`config.mk`:
```
export PLATFORM = sky130hd
export DESIGN_NAME = cell_plane_distributor
export DESIGN_NICKNAME = d
export VERILOG_FILES = /design/src/rtl/cpd_pkg.sv /design/src/rtl/cpd_mod_counter.sv /design/src/rtl/cpd_plane_lane.sv /design/src/rtl/cell_plane_distributor.sv
export SDC_FILE = /design/constraint.sdc
export NUM_CORES = 1
export LEC_CHECK = 0
export BUFFER_PORTS_ARGS = -buffer_cell sky130_fd_sc_hd__buf_2
export CORE_MARGIN = 3
export CORE_UTILIZATION = 52
export DETAILED_ROUTE_END_ITERATION = 16
export PLACE_DENSITY = 0.82
export SKIP_LAST_GASP = 1
export SYNTH_ARGS = -nofsm -noshare
export SYNTH_HDL_FRONTEND = slang
export SYNTH_SLANG_ARGS = --single-unit
```
`constraint.sdc`:
```
create_clock -name clk -period 3.3 [get_ports clk]
set_input_delay 0.66 -clock clk [delete_from_list [all_inputs] [get_ports clk]]
set_output_delay 0.66 -clock clk [all_outputs]
set_load 0.03 [all_outputs]
```
`src/rtl/cpd_pkg.sv`:
```
package cpd_pkg;
  localparam int unsigned CPD_DEF_PLANES = 4;
  localparam int unsigned CPD_DEF_CELL_W = 32;
  localparam int unsigned CPD_DEF_CFG_W  = 16;

  function automatic int unsigned cpd_idx_w(input int unsigned n);
    return (n > 1) ? $clog2(n) : 1;
  endfunction
endpackage

```
`src/rtl/cpd_mod_counter.sv`:
```
module cpd_mod_counter #(
  parameter int unsigned LIMIT = 4,
  parameter int unsigned W     = 2
) (
  input  logic         clk,
  input  logic         rst_n,
  input  logic         adv,
  output logic [W-1:0] count
);
  localparam logic [W-1:0] LAST = W'(LIMIT - 1);

  logic [W-1:0] count_q, count_d;

  always_comb begin
    count_d = count_q;
    if (adv) begin
      count_d = (count_q == LAST) ? '0 : count_q + 1'b1;
    end
  end

  always_ff @(posedge clk or negedge rst_n) begin
    if (!rst_n) count_q <= '0;
    else        count_q <= count_d;
  end

  assign count = count_q;
endmodule

```
`src/rtl/cpd_plane_lane.sv`:
```
module cpd_plane_lane #(
  parameter int unsigned CELL_W = 32,
  parameter int unsigned CFG_W  = 16
) (
  input  logic              clk,
  input  logic              rst_n,
  input  logic              take,
  input  logic [CELL_W-1:0] cell_in,
  input  logic              load,
  input  logic [CFG_W-1:0]  cfg_nxt,
  output logic              valid_o,
  output logic [CELL_W-1:0] data_o,
  output logic [CFG_W-1:0]  cfg_o
);
  logic              valid_q, valid_d;
  logic [CELL_W-1:0] data_q, data_d;
  logic [CFG_W-1:0]  cfg_q, cfg_d;

  always_comb begin
    valid_d = take;
    data_d  = take ? cell_in : data_q;
    cfg_d   = load ? cfg_nxt : cfg_q;
  end

  always_ff @(posedge clk or negedge rst_n) begin
    if (!rst_n) begin
      valid_q <= 1'b0;
      data_q  <= '0;
      cfg_q   <= '0;
    end else begin
      valid_q <= valid_d;
      data_q  <= data_d;
      cfg_q   <= cfg_d;
    end
  end

  assign valid_o = valid_q;
  assign data_o  = data_q;
  assign cfg_o   = cfg_q;
endmodule

```
`src/rtl/cell_plane_distributor.sv`:
```
module cell_plane_distributor
  import cpd_pkg::*;
#(
  parameter int unsigned NPLANES = CPD_DEF_PLANES,
  parameter int unsigned CELL_W  = CPD_DEF_CELL_W,
  parameter int unsigned CFG_W   = CPD_DEF_CFG_W
) (
  input  logic                      clk,
  input  logic                      rst_n,
  input  logic                      cell_tick,
  input  logic                      cell_valid,
  input  logic [CELL_W-1:0]         cell_data,
  output logic                      cell_ready,
  input  logic [NPLANES-1:0]        plane_ready,
  output logic [NPLANES-1:0]        plane_valid,
  output logic [NPLANES*CELL_W-1:0] plane_data,
  input  logic [NPLANES*CFG_W-1:0]  sched_cfg_in,
  output logic [NPLANES-1:0]        sched_load,
  output logic [NPLANES*CFG_W-1:0]  sched_cfg
);
  localparam int unsigned IW = cpd_idx_w(NPLANES);

  logic [IW-1:0] rr_q;
  logic [IW-1:0] slot_q;
  logic          accept;

  assign cell_ready = plane_ready[rr_q];
  assign accept     = cell_valid && cell_ready;

  cpd_mod_counter #(.LIMIT(NPLANES), .W(IW)) u_rr (
    .clk   (clk),
    .rst_n (rst_n),
    .adv   (accept),
    .count (rr_q)
  );

  cpd_mod_counter #(.LIMIT(NPLANES), .W(IW)) u_slot (
    .clk   (clk),
    .rst_n (rst_n),
    .adv   (cell_tick),
    .count (slot_q)
  );

  for (genvar g = 0; g < NPLANES; g++) begin : g_lane
    logic take_g;
    assign take_g        = accept && (rr_q == IW'(g));
    assign sched_load[g] = cell_tick && (slot_q == IW'(g));

    cpd_plane_lane #(.CELL_W(CELL_W), .CFG_W(CFG_W)) u_lane (
      .clk     (clk),
      .rst_n   (rst_n),
      .take    (take_g),
      .cell_in (cell_data),
      .load    (sched_load[g]),
      .cfg_nxt (sched_cfg_in[g*CFG_W +: CFG_W]),
      .valid_o (plane_valid[g]),
      .data_o  (plane_data[g*CELL_W +: CELL_W]),
      .cfg_o   (sched_cfg[g*CFG_W +: CFG_W])
    );
  end
endmodule

```
# Word-level counts from Yosys, hierarchy flattened
# Cells that the tools add are included.
# totals
inputBits	104
register_bits	200
wordCells	38
out_inout_bits	201
# op_classes
eq_ne	6
order_cmp	1
n_reduce_logical	11
mux	4
addsub	2
# ops
cell	count
logical AND 1 bit	9
equality test 2 bit (second input constant)	4
adder 2 x 1 -> 2 bit (second input constant)	2
equality test 2 x 1 -> 1 bit (second input constant)	2
zero test 2 bit	2
2-to-1 mux 2 bit	2
< comparator 2 x 3 -> 1 bit (second input constant)	1
binary-select mux 1 bit (select 2 bit)	1
2-to-1 mux 1 bit	1

# Logic depth before layout (Yosys ltp)
# Gate-level depths: netlist of the first run.
# depth
word_depth	4
ltp_mapped	6
mapped_depth_nobuf	4

# By module
# From an unflattened synthesis of the first run, not the netlist that was laid out.
# unflattened
hier_cells	435
hier_area_um2	8359.3
# by_module_without_submodules
mod	area_each_um2	seq_area_each_um2	n_inst	cells_each
cpd_plane_lane	2019.4	1226.2	4	103
cpd_mod_counter	88.8	50.0	2	6
cell_plane_distributor	103.8	0.0	1	11

# Worst setup path before layout of the first run
# OpenSTA, ideal clock, no wires.
# synth_path
path_kind	input-to-output
startpoint	in cell_tick
endpoint	out sched_load[1]
setup_slack_ps	1022
path_buffers	3
cell_stages	5
arrival_ps	1618
cell_sequence	clkbuf_1 nand2_1 clkbuf_1 inv_1 buf_4
# synth_via
elab_chain_len	1
# synth_lines
item	line	rtl
start: declaration	cell_plane_distributor.sv:10	input logic cell_tick,
logical AND 1 bit	cell_plane_distributor.sv:47	assign sched_load[g] = cell_tick && (slot_q == IW'(g));
end: declaration	cell_plane_distributor.sv:18	output logic [NPLANES-1:0] sched_load,
# No other way between the ends.

# Worst setup path in the final report of the first run
# layout_path
startpoint	reg u_rr.count_q[1] (netlist: u_rr.count[1])
endpoint	reg g_lane[3].u_lane.data_q[19]
# layout_via
elab_chain_len	4
elab_cells_between_ends	5
# layout_lines
item	line	rtl
start: declaration	cpd_mod_counter.sv:12	logic [W-1:0] count_q, count_d;
start signal: assignment	cpd_mod_counter.sv:23	else count_q <= count_d;
binary-select mux 1 bit (select 2 bit)	cell_plane_distributor.sv:27	assign cell_ready = plane_ready[rr_q];
2-to-1 mux 1 bit (not written as such)	cell_plane_distributor.sv:27	
logical AND 1 bit	cell_plane_distributor.sv:28	assign accept = cell_valid && cell_ready;
logical AND 1 bit (*)	cell_plane_distributor.sv:46	assign take_g = accept && (rr_q == IW'(g));
end signal: assignment	cpd_plane_lane.sv:32	data_q <= data_d;
end: declaration	cpd_plane_lane.sv:16	logic [CELL_W-1:0] data_q, data_d;
# Every way passes the cells marked *; elsewhere a longest branch is shown, timed or not. The select of a mux whose other input is x is not followed.
# A chain may end at the register's enable or synchronous reset.

==> results of run 1 <==
[placed cells by master, fill, tap and decap left out, types with 2 or more instances in the layout]
cell	count
buf_12	4
buf_2	303
buf_4	8
clkbuf_16	17
clkbuf_8	3
clkinv_2	2
clkinvlp_4	4
dfrtp_1	200
ha_1	8
inv_1	14
inv_6	3
mux2_1	18
mux2_2	146
mux2_4	29
nand2_1	6
nand3_1	2
o21ai_0	4
o21ai_4	4
[power groups by stage]
stage	combinational [mW]	clock (mW)	sequential [mW]
after floorplan	1.84	0	6.69
after global placement	5.94	0	4.29
after detailed placement	6.07	0	4.37
after CTS	6.09	2.04	4.34
after global routing	6.33	2.14	4.49
final	6.02	2.00	4.33
[layer usage]
layer	routed length, µm	track usage	vias up
li1	-	-	2230
met1	7170	0.272	2482
met2	9210	0.366	208
met3	1400	0.0648	28
met4	334	0.0760	0
met5	0	0	-
[flip-flops by register name (all words and copies together), names as in the netlist]
signal / cells
g_lane.u_lane.cfg_o: 64
g_lane.u_lane.data_o: 128
g_lane.u_lane.valid_o: 4
u_rr.count: 2
u_slot.count: 2
[area by class of cell]
class | instances | area [µm²]
sequential | 200 | 5000
fill | 1027 | 4570
multi-input combinational | 223 | 2540
timing repair buffer | 316 | 1670
clock buffer | 20 | 457
tap | 184 | 230
clock inverter | 12 | 116
inverter | 14 | 52.6
[cell families (layout without fill, tap and decap cells)]
logic type | after synthesis | in the layout | share of synthesized area
AO/OA/AOI/OAI | 10 | 10 | 0.0125
adder cells (fa/ha/maj) | 8 | 8 | 0.0128
buffers and inverters | 40 | 362 | 0.0355
flip-flops | 200 | 200 | 0.639
multiplexers | 194 | 194 | 0.293
AND/OR/NAND/NOR | 11 | 11 | 0.00687
[worst paths after layout]
check                                             from                           to  slack, ns  cells past startpoint
max                                      u_rr.count[1]  g_lane[3].u_lane.data_o[19]       0.93                      5
min                                              rst_n                u_rr.count[1]       0.30                      1
max reg2reg                              u_rr.count[1]  g_lane[3].u_lane.data_o[19]       0.93                      5
min reg2reg                g_lane[3].u_lane.data_o[18]  g_lane[3].u_lane.data_o[18]       0.49                      1
max in group asynchronous                        rst_n    g_lane[1].u_lane.cfg_o[9]       2.08                      2
min in group clk                      sched_cfg_in[53]    g_lane[3].u_lane.cfg_o[5]       0.47                      2
[metrics by stage]
stage	setup WS, ns	cells	hold slack [ns]	utilization
global placement	0.770	937	0.471	0.649
CTS	0.943	969	0.321	0.688
finish	0.931	969	0.300	0.688
global route	0.857	969	0.347	0.688
detailed placement	0.734	937	0.477	0.649
floorplan	1.02	463	0.364	-
==> results.tsv, run 1 <==
stage	metric	value	unit
status	status	finished clean	
timing	Clock Skews	0.00721	ns
power_and_ir_drop	Leak Pwr	5.21	nW
synth	mapped cell area	7830	µm²
setup_path	CP Max Fanout	22	
timing	Max Fclk	422	MHz
timing	fin crit share	0.718	
clock_tree	Post-CTS Hold Buffers	0	
timing	post-route minimum period	2.37	ns
setup_path	critical path type	reg2reg	
power_and_ir_drop	Sw Ratio	0.438	
drt	1st-iter DRT viols	172	
drt	Post-Route WL	18100	µm
setup_path	Worst Setup End Kind	flip-flop	
final_layout	layout cells sized above 1	0.671	
power_and_ir_drop	Pwr per Cell Area	1230	nW/µm²
synth	syn avg cell area	16.9	µm²
power_and_ir_drop	NetSw	5.41	mW
grt	All-Layer GR Usage	0.218	
power_and_ir_drop	Worst IR Drop VDD	0.000772	V
placement	DP Wirelength	13600	µm
clock_tree	Root Driver	clkbuf_16	
drt	post-route ant nets	0	
clock_tree	Reg clk slew, reported paths	0.07	ns
floorplanning	Die H	129	µm
power_and_ir_drop	Sequential Power Share	0.351	
synth	most common cell in the netlist	dfrtp_1	
synth	most area-consuming cells after synthesis	dfrtp_1 64%, mux2_2 21%, mux2_4 5.6%	
grt	grt ovf	0	
power_and_ir_drop	Total Power	12.4	mW
timing	Worst slew margin	0.517	
synth	share of the synthesized area in the top cell type	0.639	
synth	EDFF count, synth	0	
timing	RSZ-0062 raised after global routing	false	
drt	DR vias/cell	5.11	
setup_path	CP arrival	2.66	ns
grt	initial antenna violation count	0	
clock_tree	Setup Fix Bufs, Post-CTS	0	
final_layout	design area	10100	µm²
timing	Total Negative Setup Slacks	0	ns
synth	register area share after synthesis	0.639	
timing	Final Hold Viols	0	
floorplanning	Core ar.	14600	µm²
floorplanning	die width	129	µm
placement	final RePlAce weighted congestion	0.813	
placement	Port Buffers	304	
synth	Gate Count Post-Synth	463	
flow_run	max-capacitance violation count	0	
clock_tree	Clock H-tree levels	4	
setup_path	Req. time, crit path	3.59	ns
timing	Slew Viols, Final	0	
setup_path	Top Family by Delay on Critical Path	multiplexers	
grt	first-pass GRT wire length	28200	µm
setup_path	Critical-path top delay cell	dfrtp_1	
timing	measured slew at the worst slew-check pin	0.725	ns
clock_tree	Skew-Pair Late Insertion Delay	0.42	ns
power_and_ir_drop	combinational share of power	0.488	
synth	commonest cells in the netlist	200 x dfrtp_1, 146 x mux2_2, 29 x mux2_4, 18 x mux2_1, 14 x inv_1	
power_and_ir_drop	cell internal pwr	6.94	mW
drt	detailed-route via count	4948	
clock_tree	CTS tree	built	
setup_path	WP buf/inv	1	
floorplanning	initial core utilization	0.534	
drt	Pre-Repair DR Iteration Count	4	
timing	Setup-failing EPs final	0	
synth	Synth area leader	dfrtp_1	
floorplanning	count of boundary I/O pins	305	
synth	syn_nets	575	
clock_tree	CTS Buf Count	17	
setup_path	worst-path cell chain	mux2_4 > and3_1 > o21ai_4 > buf_12 > mux2_1	
synth	asr flop ratio synth	1.00	
floorplanning	Site Rows	44	
drt	DRC Markers	0	
floorplanning	full die area	16600	µm²
synth	Ys Warns	0	
synth	Top FF cell, synth	dfrtp_1	
clock_tree	CTS Sinks	200	
clock_tree	Max clock buf depth	2	
final_layout	nets@finish	884	
grt	vias in the first global route	5269	
power_and_ir_drop	Clock power frac	0.162	
final_layout	diodes inserted	0	
setup_path	startpoint type of the worst setup path	flip-flop	
hold_path	worst min-delay path class	in2async	
clock_tree	PostCTS Resize Cnt	0	
placement	Placed Area	9500	µm²
drt	WL/cell	18.7	µm
synth	Seq cells post-synth	200	
final_layout	Area growth syn-to-layout	28.7	%
setup_path	CP peak stage delay	0.48	ns
grt	maximum number of pins on one net before global-route repair	90	
synth	Netlist cell types	19	
Power figures use the tool's default switching activity.
==> run 2: changes to the inputs <==
Settings changed: CORE_UTILIZATION 52 to 44, PLACE_DENSITY 0.82 to 0.74.
Clock period 3.3 ns to 1.91 ns, I/O delays scaled along.
==> run 2 against run 1 <==
First-iteration DRC count is 40% lower. Core utilization shrank 8.8 points. Largest power group unchanged. Clock power up 68%. Routed wire length up 2.0%. Via count shrank 0.49%. Register-to-register slack lost 0.87 ns. Sequential share of layout area shrank 1.6 points. Final cell count grew 6.1%. Sequential cell count is the same. Die area increased by 17%. Critical path type is now reg2out. Cell area rose by 3.4%.
==> results.tsv, run 2 (same netlist as run 1, synthesis figures left out) <==
stage	metric	value	unit	change
status	status	finished clean		
final_layout	diodes inserted	0		unchanged
clock_tree	CTS Sinks	200		unchanged
grt	routing usage on met3	0.0660		+0.00122
floorplanning	initial core utilization	0.451		-0.0835
final_layout	nets@finish	902		+2.0%
clock_tree	CTS tree	built		
clock_tree	Skew-Pair Late Insertion Delay	0.42	ns	about the same
placement	Placed Area	9770	µm²	+2.8%
drt	post-route ant nets	0		unchanged
timing	Clock Skews	0.00708	ns	-0.000137 ns
timing	Final Hold Viols	0		unchanged
setup_path	Req. time, crit path	1.53	ns	-2.06 ns
clock_tree	Clock H-tree levels	4		unchanged
power_and_ir_drop	Leak Pwr	5.35	nW	+2.8%
drt	DR vias/cell	4.79		-6.2%
timing	fin crit share	0.976		
floorplanning	count of boundary I/O pins	305		unchanged
timing	Setup-failing EPs final	0		unchanged
grt	GRT busiest layer	met2		
floorplanning	Core ar.	17400	µm²	+19%
grt	vias in the first global route	5422		+2.9%
setup_path	critical path type	reg2out		
floorplanning	die width	139	µm	+8.3%
clock_tree	Reg clk slew, reported paths	0.07	ns	about the same
drt	WL/cell	18.0	µm	-3.8%
final_layout	design area	10400	µm²	+3.4%
power_and_ir_drop	Pwr per Cell Area	2060	nW/µm²	+68%
drt	Pre-Repair DR Iteration Count	3		-1
timing	Max Fclk	536	MHz	
timing	RSZ-0062 raised after global routing	true		
placement	Port Buffers	304		unchanged
placement	final RePlAce weighted congestion	0.844		+3.8%
timing	post-route minimum period	1.86	ns	
timing	Slew Viols, Final	0		unchanged
floorplanning	Die H	139	µm	+8.3%
flow_run	max-capacitance violation count	0		unchanged
floorplanning	full die area	19400	µm²	+17%
final_layout	commonest non-fill, non-tap cells in the layout	299 x buf_2, 200 x dfrtp_1, 146 x mux2_2, 29 x mux2_4, 19 x buf_4		
grt	initial antenna violation count	1		+1
clock_tree	CTS Buf Count	17		unchanged
drt	1st-iter DRT viols	103		-40%
setup_path	Critical-path top delay cell	dfrtp_1		
setup_path	CP Max Fanout	4		-82%
setup_path	CP arrival	1.48	ns	-1.18 ns
final_layout	Area growth syn-to-layout	33.1	%	
setup_path	startpoint type of the worst setup path	flip-flop		
grt	All-Layer GR Usage	0.193		-0.0250
placement	DP Wirelength	14200	µm	+4.5%
floorplanning	Site Rows	48		+9.1%
drt	Post-Route WL	18500	µm	+2.0%
timing	worst hold slack	0.188	ns	-0.113 ns
placement	placed insts	992		+5.9%
hold_path	worst min-delay path class	in2reg		
final_layout	max FFs per register	128		unchanged
clock_tree	Max clock buf depth	2		unchanged
clock_tree	Root Driver	clkbuf_16		
final_layout	layout cells sized above 1	0.690		+0.0186
power_and_ir_drop	Worst IR Drop VDD	0.00107	V	+39%
power_and_ir_drop	Total Power	21.5	mW	+74%
drt	detailed-route via count	4924		-0.49%
grt	maximum number of pins on one net before global-route repair	56		-38%
drt	DRC Markers	0		unchanged
grt	first-pass GRT wire length	29800	µm	+5.7%
grt	met1 Use GR	0.231		-0.0410
grt	grt ovf	0		unchanged
setup_path	worst-path cell chain	buf_4 > mux2i_4 > a21oi_2 > buf_6		
setup_path	CP peak stage delay	0.40	ns	-0.08 ns
timing	Worst slew margin	0.655		+0.138
setup_path	Worst Setup End Kind	primary output		
final_layout	Final Instance Count excl. Fillers	1028		+6.1%
grt	GR Util met2	0.328		-0.0380
final_layout	commonest non-fill, non-tap cell in the layout	buf_2		
timing	measured slew at the worst slew-check pin	0.518	ns	-0.207 ns
run 2: final timing paths:
path / from / end / slack [ns] / cells past startpoint
max: u_rr.count[1] / cell_ready / 0.05 / 4
min: sched_cfg_in[12] / g_lane[0].u_lane.cfg_o[12] / 0.19 / 2
max reg2reg: u_rr.count[1] / g_lane[0].u_lane.data_o[31] / 0.06 / 6
min reg2reg: g_lane[2].u_lane.data_o[20] / g_lane[2].u_lane.data_o[20] / 0.49 / 1
max in group asynchronous: rst_n / g_lane[0].u_lane.cfg_o[0] / 0.82 / 3
min in group asynchronous: rst_n / g_lane[1].u_lane.cfg_o[6] / 0.51 / 2
run 2: layout make-up:
class | instances | area, µm²
fillers | 1391 | 6940
flip-flops and latches | 200 | 5000
multi-input cells | 223 | 2580
repair buffers | 334 | 1930
clock buffers | 18 | 439
well taps | 225 | 282
clock inverters | 14 | 118
inverters | 14 | 52.6
run 2: per-layer routing:
metal / routed length (µm) / vias to the layer above
met5: 13 / -
met4: 440 / 2
met3: 1520 / 32
met2: 9400 / 201
met1: 7110 / 2441
li1: - / 2248
run 2: timing repair:
item	CTS	global route
setup endpoints to repair	132	11
hold buffers	1	0
setup buffers	0	3
pin swaps	1	0
cloned	0	0
resized for setup	8	12
endpoints found under the hold margin	49	0
run 2: report_power, final:
part	switching [mW]	leakage (nW)	internal, mW
registers	1.07	2.40	6.36
logic	6.75	2.67	3.97
clock network	1.62	0.273	1.74
run 2: worst max-delay path, delay by kind of cell (launching register included):
| kind | cells | cell delay [ns] |
|---|---|---|
| flip-flops | 1 | 0.40 |
| buffers and inverters | 2 | 0.31 |
| AO/OA/AOI/OAI | 1 | 0.15 |
| multiplexers | 1 | 0.20 |
run 2: through the flow:
step | setup TNS (ns) | worst slack (ns) | util
finish | 0 | 0.0458 | 0.600
global route | -0.0370 | -0.0210 | 0.600
CTS | -0.0295 | -0.0163 | 0.597
detailed placement | -12.24 | -0.139 | 0.563
global placement | -7.70 | -0.0788 | 0.563
floorplan | 0 | 0.0370 | -
